### src/rtl/slp_type_pkg.sv
package slp_type_pkg;
   localparam int ROUTE_BIT = 0;
   localparam int REL_BIT   = 1;
   localparam int CODE_LSB  = 4;
   localparam int CODE_W    = 3;

   typedef enum logic [CODE_W-1:0] {
      SLP_RUN     = 3'b000,
      SLP_STOPCLK = 3'b001,
      SLP_DOZE    = 3'b010,
      SLP_RAM     = 3'b011,
      SLP_OFF     = 3'b100
   } slp_code_e;

   typedef struct packed {
      logic clk_stop;
      logic cpu_sleep;
      logic susp_ram;
      logic soft_off;
   } slp_out_t;
endpackage

### src/rtl/slp_ctrl_regs.sv
module slp_ctrl_regs
   import slp_type_pkg::*;
#(
   parameter int DW        = 16,
   parameter int AW        = 2,
   parameter int CTRL_ADDR = 0
) (
   input  logic              clk,
   input  logic              rst_n,
   input  logic              wr_en,
   input  logic [AW-1:0]     addr,
   input  logic [DW-1:0]     wr_data,
   output logic [DW-1:0]     rd_data,
   output logic [CODE_W-1:0] code_o,
   output logic              route_o,
   output logic              rel_o
);
   localparam int CODE_MSB = CODE_LSB + CODE_W - 1;
   localparam logic [AW-1:0] SEL_ADDR = AW'(CTRL_ADDR);

   logic              sel;
   logic              wr_hit;
   logic [CODE_W-1:0] code_q;
   logic              route_q;

   assign sel    = (addr == SEL_ADDR);
   assign wr_hit = wr_en & sel;

   always_ff @(posedge clk or negedge rst_n) begin
      if (!rst_n) begin
         code_q  <= '0;
         route_q <= 1'b0;
      end else if (wr_hit) begin
         code_q  <= wr_data[CODE_MSB:CODE_LSB];
         route_q <= wr_data[ROUTE_BIT];
      end
   end

   assign rel_o   = wr_hit & wr_data[REL_BIT];
   assign code_o  = code_q;
   assign route_o = route_q;

   always_comb begin
      rd_data = '0;
      if (sel) begin
         rd_data[ROUTE_BIT]         = route_q;
         rd_data[CODE_MSB:CODE_LSB] = code_q;
      end
   end
endmodule

### src/rtl/slp_state_decode.sv
module slp_state_decode
   import slp_type_pkg::*;
(
   input  logic [CODE_W-1:0] code_i,
   output slp_out_t          out_o
);
   always_comb begin
      out_o = '0;
      case (code_i)
         SLP_STOPCLK: out_o.clk_stop = 1'b1;
         SLP_DOZE: begin
            out_o.clk_stop  = 1'b1;
            out_o.cpu_sleep = 1'b1;
         end
         SLP_RAM:  out_o.susp_ram = 1'b1;
         SLP_OFF:  out_o.soft_off = 1'b1;
         default:  out_o = '0;
      endcase
   end
endmodule

### src/rtl/slp_event_route.sv
module slp_event_route #(
   parameter int EVT_N    = 2,
   parameter bit EDGE_EVT = 1'b1
) (
   input  logic             clk,
   input  logic             rst_n,
   input  logic [EVT_N-1:0] evt_in,
   input  logic             route_sci,
   input  logic             rel_req,
   output logic             sci_req,
   output logic             smi_req
);
   logic hit;

   generate
      if (EDGE_EVT) begin : g_edge
         logic [EVT_N-1:0] evt_q;
         always_ff @(posedge clk or negedge rst_n) begin
            if (!rst_n) evt_q <= '0;
            else        evt_q <= evt_in;
         end
         assign hit = |(evt_in & ~evt_q);
      end else begin : g_level
         assign hit = |evt_in;
      end
   endgenerate

   always_ff @(posedge clk or negedge rst_n) begin
      if (!rst_n) begin
         sci_req <= 1'b0;
         smi_req <= 1'b0;
      end else begin
         sci_req <= route_sci & hit;
         smi_req <= (~route_sci & hit) | rel_req;
      end
   end
endmodule

### src/rtl/slp_type_ctrl.sv
module slp_type_ctrl
   import slp_type_pkg::*;
#(
   parameter int DW        = 16,
   parameter int AW        = 2,
   parameter int CTRL_ADDR = 0,
   parameter int EVT_N     = 2,
   parameter bit EDGE_EVT  = 1'b1
) (
   input  logic             clk,
   input  logic             rst_n,
   input  logic             wr_en,
   input  logic [AW-1:0]    addr,
   input  logic [DW-1:0]    wr_data,
   output logic [DW-1:0]    rd_data,
   input  logic [EVT_N-1:0] evt_in,
   output logic             clk_stop_o,
   output logic             cpu_sleep_o,
   output logic             susp_ram_o,
   output logic             soft_off_o,
   output logic             sci_req_o,
   output logic             smi_req_o
);
   localparam int MIN_DW = CODE_LSB + CODE_W;

   generate
      if (DW < MIN_DW) begin : g_bad_dw
         $error("slp_type_ctrl: DW too narrow for control word");
      end
      if (EVT_N < 1) begin : g_bad_evt
         $error("slp_type_ctrl: EVT_N must be at least 1");
      end
      if (CTRL_ADDR >= (1 << AW)) begin : g_bad_addr
         $error("slp_type_ctrl: CTRL_ADDR outside address range");
      end
   endgenerate

   logic [CODE_W-1:0] code;
   logic              route;
   logic              rel;
   slp_out_t          slp;

   slp_ctrl_regs #(.DW(DW), .AW(AW), .CTRL_ADDR(CTRL_ADDR)) u_regs (
      .clk(clk), .rst_n(rst_n), .wr_en(wr_en), .addr(addr),
      .wr_data(wr_data), .rd_data(rd_data),
      .code_o(code), .route_o(route), .rel_o(rel)
   );

   slp_state_decode u_dec (
      .code_i(code), .out_o(slp)
   );

   slp_event_route #(.EVT_N(EVT_N), .EDGE_EVT(EDGE_EVT)) u_route (
      .clk(clk), .rst_n(rst_n), .evt_in(evt_in),
      .route_sci(route), .rel_req(rel),
      .sci_req(sci_req_o), .smi_req(smi_req_o)
   );

   assign clk_stop_o  = slp.clk_stop;
   assign cpu_sleep_o = slp.cpu_sleep;
   assign susp_ram_o  = slp.susp_ram;
   assign soft_off_o  = slp.soft_off;
endmodule

### config.mk
export PLATFORM = sky130hd
export DESIGN_NAME = slp_type_ctrl
export DESIGN_NICKNAME = d
export VERILOG_FILES = /design/src/rtl/slp_type_pkg.sv /design/src/rtl/slp_ctrl_regs.sv /design/src/rtl/slp_state_decode.sv /design/src/rtl/slp_event_route.sv /design/src/rtl/slp_type_ctrl.sv
export SDC_FILE = /design/constraint.sdc
export NUM_CORES = 1
export LEC_CHECK = 0
export BUFFER_PORTS_ARGS = -buffer_cell sky130_fd_sc_hd__buf_2
export CORE_AREA = 2 2 39 41
export CTS_CLUSTER_SIZE = 16
export DETAILED_ROUTE_END_ITERATION = 8
export DIE_AREA = 0 0 41 43
export PLACE_DENSITY = 0.79
export SYNTH_ARGS = -nofsm -noshare
export SYNTH_HDL_FRONTEND = slang
export SYNTH_SLANG_ARGS = --single-unit
### constraint.sdc
create_clock -name clk -period 2.09 [get_ports clk]
set_clock_uncertainty 0.05 [all_clocks]
set_input_delay 0.1045 -clock clk [delete_from_list [all_inputs] [get_ports clk]]
set_output_delay 0.1045 -clock clk [all_outputs]
set_load 0.05 [all_outputs]
==> impl_metrics.py <==
metrics = {
    "run_status": {
        "status": "finished clean",
    },
    "run": {
        "cap_violations": 0,
    },
    "layout": {
        "final_common_cell": "buf_2",
        "layout_common_cells": "buf_2 (21), conb_1 (12), dfrtp_1 (8)",
        "insertedDiodeCount": 0,
        "drive_gt1_frac": 0.507,
        "fin_area_um2": 594,
        "syn_to_final_growth_pct": 24.7,
        "nets": 92,
        "instances_no_fill": 83,
    },
    "clocking": {
        "clk_latency_ps": 250,
        "cts.path.max_buffers": 2,
        "clock-sinks": 8,
        "cts_buffers": 3,
        "cts-root-buf": "clkbuf_4",
        "cts_tree": "done",
        "clkTransAtPathRegs_ps": 50,
        "cts_setup_buffers": 0,
        "post_cts_resized": 0,
        "htreeDepth": 1,
        "cts_hold_buf": 3,
    },
    "placement": {
        "dp_cells": 77,
        "io_buffer_count": 21,
        "gp_congestion": 0.549,
        "placed_cell_area_um2": 542,
    },
    "synth": {
        "synth_area_per_cell_um2": 11.4,
        "ys_seq_area_frac": 0.420,
        "syn-cell-area_um2": 477,
        "synthCells": 42,
        "ys_ff_latch": 8,
        "synth_warnings": 0,
        "yosysUniqueCellTypes": 16,
    },
    "route": {
        "maxUsedRoutingLayer": "met3",
        "via_per_inst": 3.89,
        "drt-initial-drc-count": 0,
        "route.met2.wl_um": 368,
        "drc": 0,
        "met3_length_um": 60,
        "drt-met1-wl_um": 288,
        "wl_um": 716,
        "vias": 323,
        "wire_per_inst_um": 8.63,
        "dr.pass1.iters": 1,
        "postRouteAntennaNets": 0,
    },
    "timing": {
        "setup_viol": 0,
        "period_minus_slack_ps": 1340,
        "fmax_mhz": 746,
        "tns_ps": 0,
        "period_share": 0.642,
        "hold_viol": 0,
        "slew_viol_final": 0,
        "rsz0062_at_grt": "false",
    },
    "global_routing": {
        "grt_max_degree": 9,
        "grt_antenna_before_repair": 0,
        "overflow": 0,
        "grtUsageTotal": 0.109,
        "grt_pass1_vias": 308,
        "grt_pass1_wl_um": 1260,
    },
    "setup_path": {
        "cpLargestDelayFamily": "flip-flops",
        "cpPeakStageDelay_ps": 430,
        "path_buf_inv": 1,
        "critPathArrivalTime_ps": 1190,
        "reg2reg_from": "u_regs.code_o[0]",
        "required_ps": 1940,
        "slowest_stage": "dfrtp_1",
        "path_max_fanout": 6,
        "critPathCaptureType": "primary output",
        "cp_cell_sequence": "nor3b_1 > buf_2",
        "startpoint": "u_regs.code_o[0]",
        "start_kind": "flip-flop",
        "crit_type": "reg2out",
        "reg2reg_slack_ps": 1210,
    },
    "power": {
        "p_per_area_mw_per_mm2": 911,
        "finalPower_uw": 541,
        "ir_drop_uv": 310,
        "p_leak_nw": 0.335,
    },
    "floorplanning": {
        "pin_count": 45,
        "die-area_mm2": 0.00176,
        "initial_core_util": 0.344,
        "row_count": 14,
        "fp.coreArea_mm2": 0.00138,
        "die_h_um": 43,
        "dieWidth_um": 41,
    },
    "hold_path": {
        "hp-start": "wr_data[1]",
        "min_path_type": "in2reg",
    },
}
[per-stage QoR]
stage | hold slack (ps) | utilization | worst slack [ps]
2_1_floorplan | -241 | - | 345
3_3_place_gp | -105 | 0.392 | 1030
3_5_place_dp | -95.2 | 0.392 | 1020
4_1_cts | 9.27 | 0.429 | 737
5_1_grt | 27.8 | 0.429 | 611
6_report | 17.1 | 0.429 | 749
[sequential cells by signal, summed over array words and instances (netlist names)]
signal,cells
u_route.g_edge.evt_q,2
u_route.smi_req,1
u_regs.code_o,3
u_regs.route_o,1
u_route.sci_req,1
[final cells by class]
type | instances | area (um^2)
inverter | 2 | 7.51
sequential | 8 | 200
clock buffer | 3 | 22.5
fill | 152 | 790
timing repair buffer | 24 | 135
multi-input combinational | 30 | 209
tap | 16 | 20.0
[cells in the mapped netlist (all sizes together)]
cell	n	share of area
a22oi	1	0.016
and2	5	0.081
and3b	1	0.018
buf	13	0.21
conb	1	0.0079
dfrtp	8	0.42
inv	2	0.016
mux2	4	0.13
nor2	2	0.021
nor2b	1	0.013
nor3b	2	0.031
o2bb2ai	1	0.018
xnor2	1	0.018
[worst paths after layout]
check	end	depth (start not counted)
worst max-delay path	cpu_sleep_o	2
worst min-delay path	u_route.smi_req	2
worst max register to register	u_regs.code_o[0]	1
worst min register to register	u_route.smi_req	1
max in group asynchronous	u_regs.code_o[0]	2
min in group asynchronous	u_route.smi_req	2
[power breakdown]
group / switching [mW] / internal (mW) / leakage [nW] / total [mW]
clock network: 0.0477 / 0.0654 / 0.0138 / 0.113
registers: 0.0214 / 0.177 / 0.0964 / 0.198
logic: 0.164 / 0.0667 / 0.225 / 0.230
[layer usage]
| layer | track usage | up-vias |
|---|---|---|
| li1 | - | 159 |
| met1 | 0.136 | 145 |
| met2 | 0.153 | 19 |
| met3 | 0.0157 | 0 |
| met4 | 0.100 | 0 |
| met5 | 0 | - |
[cell families (layout without fill, tap and decap cells)]
| kind of cell | after synthesis | count (layout) | synth area share |
|---|---|---|---|
| DFF | 8 | 8 | 0.420 |
| AOI/OAI and AO/OA | 2 | 2 | 0.0341 |
| muxes | 4 | 4 | 0.126 |
| other | 1 | 12 | 0.00787 |
| buffers and inverters | 15 | 29 | 0.228 |
| and+or+nand+nor | 11 | 11 | 0.165 |
| xor gates and xnor gates | 1 | 1 | 0.0184 |
No activity file was read; power rests on OpenSTA's default activity.
